===== config.mk =====
export PLATFORM = sky130hd
export DESIGN_NAME = addr_window_decoder
export DESIGN_NICKNAME = d
export VERILOG_FILES = /design/src/rtl/awd_pkg.sv /design/src/rtl/awd_cfg_win.sv /design/src/rtl/awd_win_bank.sv /design/src/rtl/awd_select.sv /design/src/rtl/addr_window_decoder.sv
export SDC_FILE = /design/constraint.sdc
export NUM_CORES = 1
export LEC_CHECK = 0
export ABC_AREA = 1
export BUFFER_PORTS_ARGS = -buffer_cell sky130_fd_sc_hd__buf_2
export CAP_MARGIN = 40
export CORE_MARGIN = 1.5
export CORE_UTILIZATION = 55
export CTS_BUF_LIST = sky130_fd_sc_hd__clkbuf_2 sky130_fd_sc_hd__clkbuf_4 sky130_fd_sc_hd__clkbuf_8
export DETAILED_ROUTE_END_ITERATION = 16
export HOLD_SLACK_MARGIN = 0.03
export PLACE_DENSITY = 0.72
export SLEW_MARGIN = 25
export SYNTH_ARGS = -nofsm -noshare
export SYNTH_HDL_FRONTEND = slang
export SYNTH_SLANG_ARGS = --single-unit

===== constraint.sdc =====
create_clock -name clk -period 5.11 [get_ports clk]
set_input_delay 0.511 -clock clk [delete_from_list [all_inputs] [get_ports clk]]
set_output_delay 0.511 -clock clk [all_outputs]
set_load 0.01 [all_outputs]

===== src/rtl/awd_pkg.sv =====
package awd_pkg;

   localparam int SZ_W = 6;

   typedef enum logic [2:0] {
      CLS_MISS = 3'd0,
      CLS_CFG  = 3'd1,
      CLS_SRAM = 3'd2,
      CLS_LAW  = 3'd3,
      CLS_BOOT = 3'd4
   } resp_cls_e;

   typedef enum logic [1:0] {
      WR_CFG  = 2'd0,
      WR_SRAM = 2'd1,
      WR_LAW  = 2'd2,
      WR_NONE = 2'd3
   } wr_cls_e;

   // size code inside the legal range of a window class
   function automatic logic code_legal(logic [SZ_W-1:0] code, int lo, int hi);
      return (int'(code) >= lo) && (int'(code) <= hi);
   endfunction

endpackage


===== src/rtl/awd_cfg_win.sv =====
module awd_cfg_win #(
   parameter int                ADDR_W     = 36,
   parameter int                LOG2       = 20,
   parameter logic [ADDR_W-1:0] RESET_BASE = '0
) (
   input  logic              clk,
   input  logic              rst_n,
   input  logic              wr_stb,
   input  logic [ADDR_W-1:0] wr_base,
   input  logic [ADDR_W-1:0] lk_addr,
   output logic              lk_hit
);

   localparam logic [ADDR_W-1:0] KEEP = {ADDR_W{1'b1}} << LOG2;

   logic [ADDR_W-1:0] base_q;

   always_ff @(posedge clk or negedge rst_n) begin
      if (!rst_n)      base_q <= RESET_BASE & KEEP;
      else if (wr_stb) base_q <= wr_base & KEEP;
   end

   assign lk_hit = ((lk_addr ^ base_q) & KEEP) == '0;

endmodule


===== src/rtl/awd_win_bank.sv =====
module awd_win_bank
   import awd_pkg::*;
#(
   parameter int ADDR_W   = 36,
   parameter int TGT_W    = 5,
   parameter int NUM_WIN  = 8,
   parameter int IDX_W    = 3,
   parameter int CODE_MIN = 11,
   parameter int CODE_MAX = 35
) (
   input  logic              clk,
   input  logic              rst_n,
   input  logic              wr_stb,
   input  logic [IDX_W-1:0]  wr_idx,
   input  logic [ADDR_W-1:0] wr_base,
   input  logic [SZ_W-1:0]   wr_size,
   input  logic              wr_enable,
   input  logic [TGT_W-1:0]  wr_target,
   input  logic [ADDR_W-1:0] lk_addr,
   output logic              lk_hit,
   output logic [IDX_W-1:0]  lk_idx,
   output logic [TGT_W-1:0]  lk_tgt
);

   // ones on the bits that take part in the comparison (above the size)
   function automatic logic [ADDR_W-1:0] above_mask(logic [SZ_W-1:0] code);
      logic [ADDR_W-1:0] m;
      m = '1;
      for (int b = 0; b < ADDR_W; b++)
         if (b <= int'(code)) m[b] = 1'b0;
      return m;
   endfunction

   logic [NUM_WIN-1:0] hit_v;
   logic [TGT_W-1:0]   tgt_a [NUM_WIN];
   logic [ADDR_W-1:0]  wr_mask;
   logic               wr_legal;

   assign wr_mask  = above_mask(wr_size);
   assign wr_legal = code_legal(wr_size, CODE_MIN, CODE_MAX);

   for (genvar w = 0; w < NUM_WIN; w++) begin : g_win
      logic [ADDR_W-1:0] base_q;
      logic [SZ_W-1:0]   size_q;
      logic              en_q;
      logic [TGT_W-1:0]  tgt_q;
      logic              sel;
      logic [ADDR_W-1:0] cmp_mask;

      assign sel = wr_stb && (int'(wr_idx) == w);

      always_ff @(posedge clk or negedge rst_n) begin
         if (!rst_n) begin
            base_q <= '0;
            size_q <= '0;
            en_q   <= 1'b0;
            tgt_q  <= '0;
         end else if (sel) begin
            base_q <= wr_legal ? (wr_base & wr_mask) : wr_base;
            size_q <= wr_size;
            en_q   <= wr_enable;
            tgt_q  <= wr_target;
         end
      end

      assign cmp_mask = above_mask(size_q);
      assign hit_v[w] = en_q && code_legal(size_q, CODE_MIN, CODE_MAX)
                        && (((lk_addr ^ base_q) & cmp_mask) == '0);
      assign tgt_a[w] = tgt_q;
   end

   // lowest index wins
   always_comb begin
      lk_hit = |hit_v;
      lk_idx = '0;
      lk_tgt = '0;
      for (int w = NUM_WIN - 1; w >= 0; w--) begin
         if (hit_v[w]) begin
            lk_idx = IDX_W'(w);
            lk_tgt = tgt_a[w];
         end
      end
   end

endmodule


===== src/rtl/awd_select.sv =====
module awd_select
   import awd_pkg::*;
#(
   parameter int               TGT_W    = 5,
   parameter int               IDX_W    = 3,
   parameter logic [TGT_W-1:0] CFG_TGT  = '1,
   parameter logic [TGT_W-1:0] BOOT_TGT = '0
) (
   input  logic             snoop,
   input  logic             cfg_hit,
   input  logic             sram_hit,
   input  logic [IDX_W-1:0] sram_idx,
   input  logic [TGT_W-1:0] sram_tgt,
   input  logic             law_hit,
   input  logic [IDX_W-1:0] law_idx,
   input  logic [TGT_W-1:0] law_tgt,
   input  logic             boot_hit,
   output resp_cls_e        sel_cls,
   output logic [TGT_W-1:0] sel_tgt,
   output logic [IDX_W-1:0] sel_idx
);

   always_comb begin
      sel_cls = CLS_MISS;
      sel_tgt = '0;
      sel_idx = '0;
      if (cfg_hit) begin
         sel_cls = CLS_CFG;
         sel_tgt = CFG_TGT;
      end else if (snoop && sram_hit) begin
         sel_cls = CLS_SRAM;
         sel_tgt = sram_tgt;
         sel_idx = sram_idx;
      end else if (law_hit) begin
         sel_cls = CLS_LAW;
         sel_tgt = law_tgt;
         sel_idx = law_idx;
      end else if (boot_hit) begin
         sel_cls = CLS_BOOT;
         sel_tgt = BOOT_TGT;
      end
   end

endmodule


===== src/rtl/addr_window_decoder.sv =====
module addr_window_decoder
   import awd_pkg::*;
#(
   parameter int                ADDR_W         = 36,
   parameter int                TGT_W          = 5,
   parameter int                NUM_LAW        = 8,
   parameter int                NUM_SRAM       = 2,
   parameter int                IDX_W          = (NUM_LAW > NUM_SRAM) ?
                                                 ((NUM_LAW > 1) ? $clog2(NUM_LAW) : 1) :
                                                 ((NUM_SRAM > 1) ? $clog2(NUM_SRAM) : 1),
   parameter int                LAW_CODE_MIN   = 11,
   parameter int                LAW_CODE_MAX   = ADDR_W - 1,
   parameter int                SRAM_CODE_MIN  = 15,
   parameter int                SRAM_CODE_MAX  = 17,
   parameter int                CFG_LOG2       = 20,
   parameter logic [ADDR_W-1:0] CFG_RESET_BASE = 36'h0_FF70_0000,
   parameter logic [TGT_W-1:0]  CFG_TGT        = 5'h1F,
   parameter int                BOOT_LOG2      = 23,
   parameter logic [ADDR_W-1:0] BOOT_BASE      = 36'hF_FF80_0000,
   parameter logic [TGT_W-1:0]  BOOT_TGT       = 5'h0F
) (
   input  logic              clk,
   input  logic              rst_n,
   input  logic              req_valid,
   input  logic [ADDR_W-1:0] req_addr,
   input  logic              req_snoop,
   input  logic              wr_valid,
   input  logic [1:0]        wr_class,
   input  logic [IDX_W-1:0]  wr_idx,
   input  logic [ADDR_W-1:0] wr_base,
   input  logic [SZ_W-1:0]   wr_size,
   input  logic              wr_enable,
   input  logic [TGT_W-1:0]  wr_target,
   output logic              resp_valid,
   output logic              resp_hit,
   output logic              resp_miss,
   output logic [2:0]        resp_class,
   output logic [TGT_W-1:0]  resp_target,
   output logic [IDX_W-1:0]  resp_index
);

   localparam logic [ADDR_W-1:0] BOOT_KEEP = {ADDR_W{1'b1}} << BOOT_LOG2;

   // elaboration-time parameter checks
   if (ADDR_W < 24 || ADDR_W > 60) begin : g_bad_addr_w
      $error("addr_window_decoder: ADDR_W out of range");
   end
   if (NUM_LAW < 1 || NUM_SRAM < 1) begin : g_bad_count
      $error("addr_window_decoder: window counts must be at least one");
   end
   if ((1 << IDX_W) < NUM_LAW || (1 << IDX_W) < NUM_SRAM) begin : g_bad_idx_w
      $error("addr_window_decoder: IDX_W too narrow");
   end
   if (CFG_LOG2 >= ADDR_W || BOOT_LOG2 >= ADDR_W) begin : g_bad_fixed
      $error("addr_window_decoder: fixed window larger than address space");
   end
   if (LAW_CODE_MAX > ADDR_W - 1 || SRAM_CODE_MAX > ADDR_W - 1 ||
       LAW_CODE_MIN > LAW_CODE_MAX || SRAM_CODE_MIN > SRAM_CODE_MAX) begin : g_bad_codes
      $error("addr_window_decoder: size code range inconsistent");
   end

   logic             cfg_hit, sram_hit, law_hit, boot_hit;
   logic [IDX_W-1:0] sram_idx, law_idx;
   logic [TGT_W-1:0] sram_tgt, law_tgt;
   resp_cls_e        sel_cls;
   logic [TGT_W-1:0] sel_tgt;
   logic [IDX_W-1:0] sel_idx;

   awd_cfg_win #(
      .ADDR_W     (ADDR_W),
      .LOG2       (CFG_LOG2),
      .RESET_BASE (CFG_RESET_BASE)
   ) cfg_i (
      .clk     (clk),
      .rst_n   (rst_n),
      .wr_stb  (wr_valid && (wr_class == WR_CFG)),
      .wr_base (wr_base),
      .lk_addr (req_addr),
      .lk_hit  (cfg_hit)
   );

   awd_win_bank #(
      .ADDR_W   (ADDR_W),
      .TGT_W    (TGT_W),
      .NUM_WIN  (NUM_SRAM),
      .IDX_W    (IDX_W),
      .CODE_MIN (SRAM_CODE_MIN),
      .CODE_MAX (SRAM_CODE_MAX)
   ) sram_i (
      .clk       (clk),
      .rst_n     (rst_n),
      .wr_stb    (wr_valid && (wr_class == WR_SRAM)),
      .wr_idx    (wr_idx),
      .wr_base   (wr_base),
      .wr_size   (wr_size),
      .wr_enable (wr_enable),
      .wr_target (wr_target),
      .lk_addr   (req_addr),
      .lk_hit    (sram_hit),
      .lk_idx    (sram_idx),
      .lk_tgt    (sram_tgt)
   );

   awd_win_bank #(
      .ADDR_W   (ADDR_W),
      .TGT_W    (TGT_W),
      .NUM_WIN  (NUM_LAW),
      .IDX_W    (IDX_W),
      .CODE_MIN (LAW_CODE_MIN),
      .CODE_MAX (LAW_CODE_MAX)
   ) law_i (
      .clk       (clk),
      .rst_n     (rst_n),
      .wr_stb    (wr_valid && (wr_class == WR_LAW)),
      .wr_idx    (wr_idx),
      .wr_base   (wr_base),
      .wr_size   (wr_size),
      .wr_enable (wr_enable),
      .wr_target (wr_target),
      .lk_addr   (req_addr),
      .lk_hit    (law_hit),
      .lk_idx    (law_idx),
      .lk_tgt    (law_tgt)
   );

   assign boot_hit = ((req_addr ^ BOOT_BASE) & BOOT_KEEP) == '0;

   awd_select #(
      .TGT_W    (TGT_W),
      .IDX_W    (IDX_W),
      .CFG_TGT  (CFG_TGT),
      .BOOT_TGT (BOOT_TGT)
   ) sel_i (
      .snoop    (req_snoop),
      .cfg_hit  (cfg_hit),
      .sram_hit (sram_hit),
      .sram_idx (sram_idx),
      .sram_tgt (sram_tgt),
      .law_hit  (law_hit),
      .law_idx  (law_idx),
      .law_tgt  (law_tgt),
      .boot_hit (boot_hit),
      .sel_cls  (sel_cls),
      .sel_tgt  (sel_tgt),
      .sel_idx  (sel_idx)
   );

   // result register
   logic             vld_q;
   resp_cls_e        cls_q;
   logic [TGT_W-1:0] tgt_q;
   logic [IDX_W-1:0] idx_q;

   always_ff @(posedge clk or negedge rst_n) begin
      if (!rst_n) begin
         vld_q <= 1'b0;
         cls_q <= CLS_MISS;
         tgt_q <= '0;
         idx_q <= '0;
      end else begin
         vld_q <= req_valid;
         cls_q <= req_valid ? sel_cls : CLS_MISS;
         tgt_q <= req_valid ? sel_tgt : '0;
         idx_q <= req_valid ? sel_idx : '0;
      end
   end

   assign resp_valid  = vld_q;
   assign resp_hit    = vld_q && (cls_q != CLS_MISS);
   assign resp_miss   = vld_q && (cls_q == CLS_MISS);
   assign resp_class  = cls_q;
   assign resp_target = tgt_q;
   assign resp_index  = idx_q;

endmodule


==> results of run 1 <==
cells in the final DEF, fill, tap and decap left out, types with 5 or more instances in the layout:
master	instances
xnor2_1	164
o22ai_1	22
clkinv_2	8
nor2_1	265
a31oi_1	12
buf_4	31
nand4_1	20
inv_1	264
clkbuf_8	105
o21ai_2	6
inv_2	18
xor2_1	137
nand3b_1	5
o21a_1	5
o21ai_0	617
o21ai_1	22
buf_2	105
or2_2	8
nor2_2	11
clkbuf_4	33
a21oi_1	59
nand3_1	108
buf_12	6
dfrtp_1	461
dfstp_2	11
nor4_1	10
nand2_1	1088
o2111ai_1	5
nand2_2	7
nor3_1	16
o211ai_1	13
what timing repair did:
action | CTS | global route
gates resized for setup | 0 | 0
hold buffers | 3 | 0
hold endpoints to repair | 90 | 0
sequential cells by signal (all words and copies together), names as in the netlist, 5 cells and up:
| signal | count |
|---|---|
| law_i.g_win.size_q | 48 |
| cfg_i.base_q | 16 |
| sram_i.g_win.tgt_q | 10 |
| sram_i.g_win.size_q | 12 |
| law_i.g_win.en_q | 8 |
| law_i.g_win.base_q | 254 |
| resp_target | 5 |
| sram_i.g_win.base_q | 70 |
| law_i.g_win.tgt_q | 40 |
power groups by stage:
stage               Sequential, mW  Clock [mW]  Combinational [mW]
floorplan                     4.81           0                2.23
global placement              5.01           0                2.95
detailed placement            5.02           0                3.00
CTS                           4.97        3.81                3.01
global route                  5.07        3.96                3.45
finish                        4.99        3.78                3.09
cells by family (layout without fill, tap and decap cells):
| group | after synthesis | count (layout) | synth area share [%] |
|---|---|---|---|
| and+or+nand+nor | 1553 | 1553 | 23.4 |
| buffers and inverters | 455 | 586 | 7.07 |
| DFF | 472 | 472 | 44.4 |
| AOI/OAI and AO/OA | 774 | 774 | 15.2 |
| other | 0 | 1 | 0 |
| xor gates and xnor gates | 301 | 301 | 9.91 |
critical path: cells and delay by family, from the launching register on:
family	cells	cell delay (ns)
simple gates	16	2.31
flops	1	0.57
compound gates	2	0.44
buf+inv	2	0.19
area by class of cell:
cell class	count	area [um2]
Clock buffer	137	1690
Fill cell	4429	18400
Inverter	284	1070
Antenna cell	1	2.50
Sequential cell	472	11800
Tap cell	615	769
Multi-Input combinational cell	2628	12900
Clock inverter	14	113
Timing Repair Buffer	151	982
metrics by stage:
stage | instance area [um2] | power, mW | utilization, % | setup WS (ns)
2_1_floorplan | 26600 | 7.04 | - | 2.90
3_3_place_gp | 27400 | 7.97 | 57.4 | 1.60
3_5_place_dp | 27500 | 8.02 | 57.6 | 1.61
4_1_cts | 29300 | 11.8 | 61.4 | 1.74
5_1_grt | 29400 | 12.5 | 61.5 | 1.40
6_report | 29400 | 11.9 | 61.5 | 1.51
worst max path at each step:
| stage | start | to | slack [ns] |
|---|---|---|---|
| 2_1_floorplan | req_addr[17] | resp_target[3] | 2.90 |
| 3_3_place_gp | wr_class[1] | law_i.g_win[2].base_q[4] | 1.60 |
| 3_5_place_dp | wr_size[5] | law_i.g_win[5].base_q[24] | 1.61 |
| 4_1_cts | law_i.g_win[5].size_q[4] | resp_target[3] | 1.74 |
| 5_1_grt | law_i.g_win[0].size_q[1] | resp_target[3] | 1.40 |
| 6_report | law_i.g_win[5].size_q[4] | resp_target[3] | 1.51 |
per-layer routing:
metal  up-vias  global-route usage [%]
li1      11546                       -
met1     11482                    52.7
met2      1171                    54.5
met3       208                    9.07
met4         4                    14.7
met5         -                       0
==> key figures, run 1 <==
Run status
  • Status: finished clean

Synth
  • Most used DFF post-synth: dfrtp_1
  • Syn Inst Count: 3555
  • List of most frequent post-synthesis cells: 1090 x nand2_1, 625 x o21ai_0, 461 x dfrtp_1
  • Post-synth EDFFs: 0
  • Ranking of synthesized cells by area: dfrtp_1 43%, nand2_1 15%, o21ai_0 12%
  • Top-count cell post-synth: nand2_1
  • Post-synthesis sequential area ratio: 44.4%
  • Post-Syn Nets: 3649
  • Avg Inst Size Synth: 7.49 um2
  • Synth area leader: dfrtp_1
  • Synthesized area: 26600 um2
  • Yosys cell types: 53
  • Synth warn: 0
  • Yosys reg bits: 472
  • Asr flop ratio synth: 100%
  • Post-synth top area share: 43.4%

Clock tree
  • CTS Buf Count: 82
  • CTS max path bufs: 3
  • Root Buffer: clkbuf_8
  • Post-CTS Setup Inserts: 0
  • Clk_lat worst skew: 0.70 ns
  • Clk slew on worst S/H paths: 0.07 ns
  • TritonCTS clock tree: yes
  • H-tree Lvls: 3
  • Clock sink count: 472

STA
  • Final Max Slew Viols: 0
  • Hold Fails Final Rpt: 0
  • Fmax: 0.278 GHz
  • Max_slew headroom: 43.8%
  • Layout Skew: 0.0303 ns
  • TNS Setup: 0 ns
  • Unrepaired setup endpoints after global routing: false
  • Slew of the pin with the lowest slew margin: 0.840 ns
  • Final setup violation count: 0
  • Hold_ws: 0.0700 ns
  • Period Utilization, post-route: 70.4%
  • Period minus WS final: 3.60 ns

Placement
  • Final HPWL DP: 64.0 mm
  • Placer Congestion: 0.995
  • Port buffer count: 105
  • Cells after DPL: 4144

Finish
  • Area grow syn2layout: 10.3%
  • Fin cells: 4302
  • Layout cells sized above 1: 10.1%
  • Nets: 3713

Global route
  • Largest net degree at the start of global routing: 127
  • Vias in the first global route: 21902
  • GRT Overall Usage: 37.1%
  • First-pass GRT wire length: 137 mm
  • Initial antenna violation count: 2
  • Overflow after GRT: 0

Critical path
  • FF-to-FF Start: law_i.g_win[5].size_q[4]
  • Worst r2r path cells: 20
  • R2R Setup Slk: 1.51 ns
  • CP Launch Type: flop
  • CP Class: reg -> reg
  • Critical Path Sink Type: flop
  • Maximum fanout along the worst path: 13
  • Critical path data required time: 5.71 ns
  • Crit path largest cell delay: 0.66 ns
  • Top cell by count, worst path: nand2_1
  • Critical Path AT: 4.20 ns
  • Crit path max-delay cell type: nand3_1
  • R2r endpoint: resp_target[3]
  • Cell breakdown of the critical path: inv_1 > nor2_1 > nand2_1 > o21ai_0 > nand2_1 > nand2_1 > nand2_1 > nor3_1 > nand3_1 > nand2_1 > inv_1 > nand2_1 > nand2_1 > nand2_1 > nand2_1 > nand2_1 > nand2_1 > nand2_1 > nand2_1 > a21oi_1

Power
  • Clock share of power: 31.9%
  • Power share of the combinational group: 26.0%
  • Sw Ratio: 35.9%
  • Lkg Pwr: 14.5 nW
  • Internal: 7.60 mW
  • PwrDens: 404 nW/um2
  • VDD IR-drop max: 0.260 mV
  • Flop pwr share: 42.1%
  • Net switching power: 4.25 mW

Route
  • Met2 routed WL: 39.4 mm
  • Drt pass-1 iters: 6
  • Vias per cell: 5.67
  • DR DRC count: 0
  • WL met3: 9.49 mm
  • Remaining antenna violation count after routing: 0
  • Top layer in use: met5
  • DRT iter0 DRCs: 2898
  • Via count: 24411
  • Routed WL: 91.7 mm
  • Wire length on met1: 39.0 mm
  • Wire per inst: 21.3 um

Floorplanning
  • Die Y: 223 um
  • I/O pins: 108
  • Initial Utilization: 55.7%
  • Chip width: 223 um
  • Core area: 47700 um2
  • Row cnt: 80
  • Die ar.: 49700 um2

Min path
  • Min-delay src: wr_enable
  • Hold-critical path depth: 3
  • Min-Delay Path Class: in -> reg
  • WHS Endpoint: law_i.g_win[1].en_q

Run
  • MaxCap Viol Count: 0
No activity file was read; power rests on OpenSTA's default activity.
==> run 2: changes to the inputs <==
Settings changed: ABC_AREA 1 to 0.
Clock period 5.11 ns to 3.69 ns, I/O delays scaled along.
==> run 2 against run 1 <==
  * Non-clock buffer count rose by 130
  * Critical path depth fell by 10
  * Global-route usage rose by 0.23 points
  * Clock power rose by 34%
  * Critical endpoint is now resp_target[0]
  * Sequential power rose by 31%
  * Critical path type unchanged
  * Core utilization rose by 2.8 points
  * First-iteration DRC count fell by 26%
  * Combinational power rose by 11%
  * Count of clock-buffer cells in the layout fell by 6
  * Cell count fell by 23%
==> key figures, run 2 <==
Synth
  • Post-synthesis sequential area ratio: 46.4% (+2.0 points)
  • Avg Inst Size Synth: 9.50 um2 (+27%)
  • Post-Syn Nets: 2598 (-29%)
  • Synth warn: 0 (unchanged)
  • Ranking of synthesized cells by area: dfrtp_1 45%, mux2_2 7.8%, o21ai_0 7.3%
  • Syn Inst Count: 2504 (-30%)
  • Top-count cell post-synth: dfrtp_1
  • Asr flop ratio synth: 100% (unchanged)
  • Post-synth EDFFs: 0 (unchanged)
  • Synthesized area: 23800 um2 (-11%)
  • Yosys reg bits: 441 (-6.6%)
  • List of most frequent post-synthesis cells: 430 x dfrtp_1, 388 x nand2_1, 347 x o21ai_0
  • Post-synth top area share: 45.2% (+1.9 points)
  • Synth area leader: dfrtp_1
  • Most used DFF post-synth: dfrtp_1
  • Yosys cell types: 88 (+66%)

Floorplanning
  • I/O pins: 108 (unchanged)
  • Initial Utilization: 55.5% (-0.24 points)
  • Die Y: 211 um (-5.4%)
  • Row cnt: 76 (-5.0%)
  • Chip width: 211 um (-5.4%)
  • Core area: 42900 um2 (-10%)
  • Die ar.: 44500 um2 (-10%)

Finish
  • Most frequent cells in the layout: 429 x dfrtp_1, 380 x nand2_1, 347 x o21ai_0
  • Area grow syn2layout: 15.8%
  • Most common cell after layout, fill and taps aside: dfrtp_1
  • Layout cells sized above 1: 22.6% (+13 points)
  • Layout fillers: 3531 (-20%)
  • Regs by FF count: law_i.g_win.base_q (223), sram_i.g_win.base_q (70), law_i.g_win.size_q (48)
  • Largest register FFs: 223 (-12%)
  • Register bank with the most flops: law_i.g_win.base_q
  • Nets: 2735 (-26%)

Power
  • Internal: 10.2 mW (+34%)
  • Clock share of power: 33.8% (+1.9 points)
  • VDD IR-drop max: 0.309 mV (+19%)
  • Lkg Pwr: 12.3 nW (-16%)
  • Power share of the combinational group: 22.8% (-3.2 points)
  • PwrDens: 546 nW/um2 (+35%)
  • Net switching power: 4.89 mW (+15%)
  • Sw Ratio: 32.5% (-3.4 points)
  • Flop pwr share: 43.4% (+1.3 points)

STA
  • Final Max Slew Viols: 0 (unchanged)
  • Final setup violation count: 0 (unchanged)
  • TNS Setup: 0 ns (unchanged)
  • Hold Fails Final Rpt: 0 (unchanged)
  • Slew of the pin with the lowest slew margin: 0.852 ns (+0.0114 ns)
  • Layout Skew: 0.0279 ns (-0.00239 ns)
  • Max_slew headroom: 43.2% (-0.60 points)
  • Period minus WS final: 3.54 ns (-0.0615 ns)
  • Fmax: 0.283 GHz (+1.7%)
  • Period Utilization, post-route: 95.8% (+25 points)
  • Final Worst Setup Slack: 0.155 ns (-1.36 ns)

Critical path
  • R2R Setup Slk: 0.15 ns (-1.36 ns)
  • Critical Path Sink: resp_target[0]
  • Critical path data required time: 4.26 ns (-1.45 ns)
  • Levels on crit path: 10 (-50%)
  • FF-to-FF Start: law_i.g_win[4].size_q[3]
  • Critical Path Sink Type: flop
  • Worst r2r path cells: 10 (-50%)
  • Crit path max-delay cell type: dfrtp_1
  • Critical Path AT: 4.11 ns (-0.09 ns)
  • Cell breakdown of the critical path: or2_2 > a2111oi_1 > nor4_2 > clkdlybuf4s15_2 > buf_4 > nand2_1 > or4b_4 > o41ai_4 > a221oi_1 > o22ai_1
  • Maximum fanout along the worst path: 13 (unchanged)
  • Worst Path Buf+Inv: 2 (unchanged)
  • CP Launch Type: flop
  • R2r endpoint: resp_target[0]
  • Crit path largest cell delay: 0.53 ns (-0.13 ns)
  • Kind of cell adding the most delay to the critical path: compound AO/OA/AOI/OAI gates
  • Crit. Startpoint: law_i.g_win[4].size_q[3]
  • CP Class: reg -> reg

Route
  • Remaining antenna violation count after routing: 0 (unchanged)
  • Via count: 20301 (-17%)
  • Wire per inst: 24.8 um (+16%)
  • Routed WL: 81.7 mm (-11%)
  • Vias per cell: 6.16 (+8.6%)
  • DR DRC count: 0 (unchanged)
  • Drt pass-1 iters: 5 (-1)
  • DRT iter0 DRCs: 2135 (-26%)

Clock tree
  • TritonCTS clock tree: yes
  • Root Buffer: clkbuf_8
  • Clk_lat worst skew: 0.67 ns (-0.03 ns)
  • Clock sink count: 441 (-6.6%)
  • CTS Buf Count: 78 (-4.9%)
  • CTS max path bufs: 3 (unchanged)
  • Clk slew on worst S/H paths: 0.06 ns (about the same)
  • H-tree Lvls: 3 (unchanged)
  • Post-CTS Setup Inserts: 0 (unchanged)

Min path
  • Min-delay src: wr_base[31]
  • Min-Delay Path Class: in -> reg
  • Hold-critical path depth: 2 (-1)

Placement
  • Final HPWL DP: 55.5 mm (-13%)
  • Placer Congestion: 0.976 (-1.9%)
  • Port buffer count: 105 (unchanged)
  • Worst slack at placement: 0.00219 ns (-1.61 ns)

Global route
  • First-pass GRT wire length: 122 mm (-11%)
  • Overflow after GRT: 0 (unchanged)
  • Initial antenna violation count: 6 (+4)
  • Largest net degree at the start of global routing: 98 (-23%)
  • GRT Overall Usage: 37.3% (+0.23 points)
  • Vias in the first global route: 19530 (-11%)

Run
  • MaxCap Viol Count: 0 (unchanged)

Run status
  • Status: finished clean
## run 2: metal layers
layer	wire length, um	global-route usage [%]	vias up
met5	14	0	-
met2	35800	55.4	1028
met4	4450	19.2	2
li1	-	-	9057
met1	33800	51.9	9970
met3	7630	7.58	244
## run 2: cell type report
class	instances	area [um2]	share of cell area, %
inverter	33	124	0.450
sequential	441	11100	40.1
antenna	6	15.0	0.0545
clock inverter	12	146	0.531
timing repair buffer	281	2140	7.78
multi-input combinational	1806	11700	42.6
clock buffer	131	1610	5.84
tap	585	732	2.66
## run 2: worst min path at each step
stage                                            end  slack, ns
final                     sram_i.g_win[1].base_q[31]       0.07
after global placement    sram_i.g_win[1].base_q[10]       0.48
after global routing      sram_i.g_win[1].base_q[28]       0.04
after floorplan                     cfg_i.base_q[23]       0.07
after detailed placement    law_i.g_win[7].size_q[3]       0.48
after CTS                 sram_i.g_win[0].base_q[31]       0.03
## run 2: cell families (layout without fill, tap and decap cells)
family / after synthesis / after routing / synth area share, %
buffers and inverters: 257 / 457 / 4.46
and+or+nand+nor: 673 / 673 / 13.4
muxes: 165 / 165 / 7.80
DFF: 441 / 441 / 46.4
xor gates and xnor gates: 309 / 309 / 11.4
other: 0 / 6 / 0
adders and majority gates: 3 / 3 / 0.131
AOI/OAI and AO/OA: 656 / 656 / 16.4
## run 2: stage by stage
stage	util [%]	cells	cell area, um2	hold slack [ns]	power, mW
after global placement	59.2	3109	25400	0.480	9.77
after floorplan	-	2504	23800	0.0734	8.65
after global routing	64.2	3289	27500	0.0402	15.7
final	64.3	3295	27600	0.0709	15.0
after CTS	64.2	3289	27500	0.0311	15.0
after detailed placement	59.3	3114	25500	0.485	9.90
## run 2: power by group through the flow
stage | logic [mW] | clock network (mW) | registers [mW]
after floorplan | 2.41 | 0 | 6.23
after global placement | 3.24 | 0 | 6.53
after detailed placement | 3.31 | 0 | 6.58
after CTS | 3.36 | 5.13 | 6.50
after global routing | 3.73 | 5.33 | 6.64
final | 3.42 | 5.08 | 6.53
## run 2: what timing repair did
action	CTS	global route
setup endpoints to repair	0	1
gates resized for setup	0	4
hold buffers	32	0
endpoints found under the hold margin	161	0
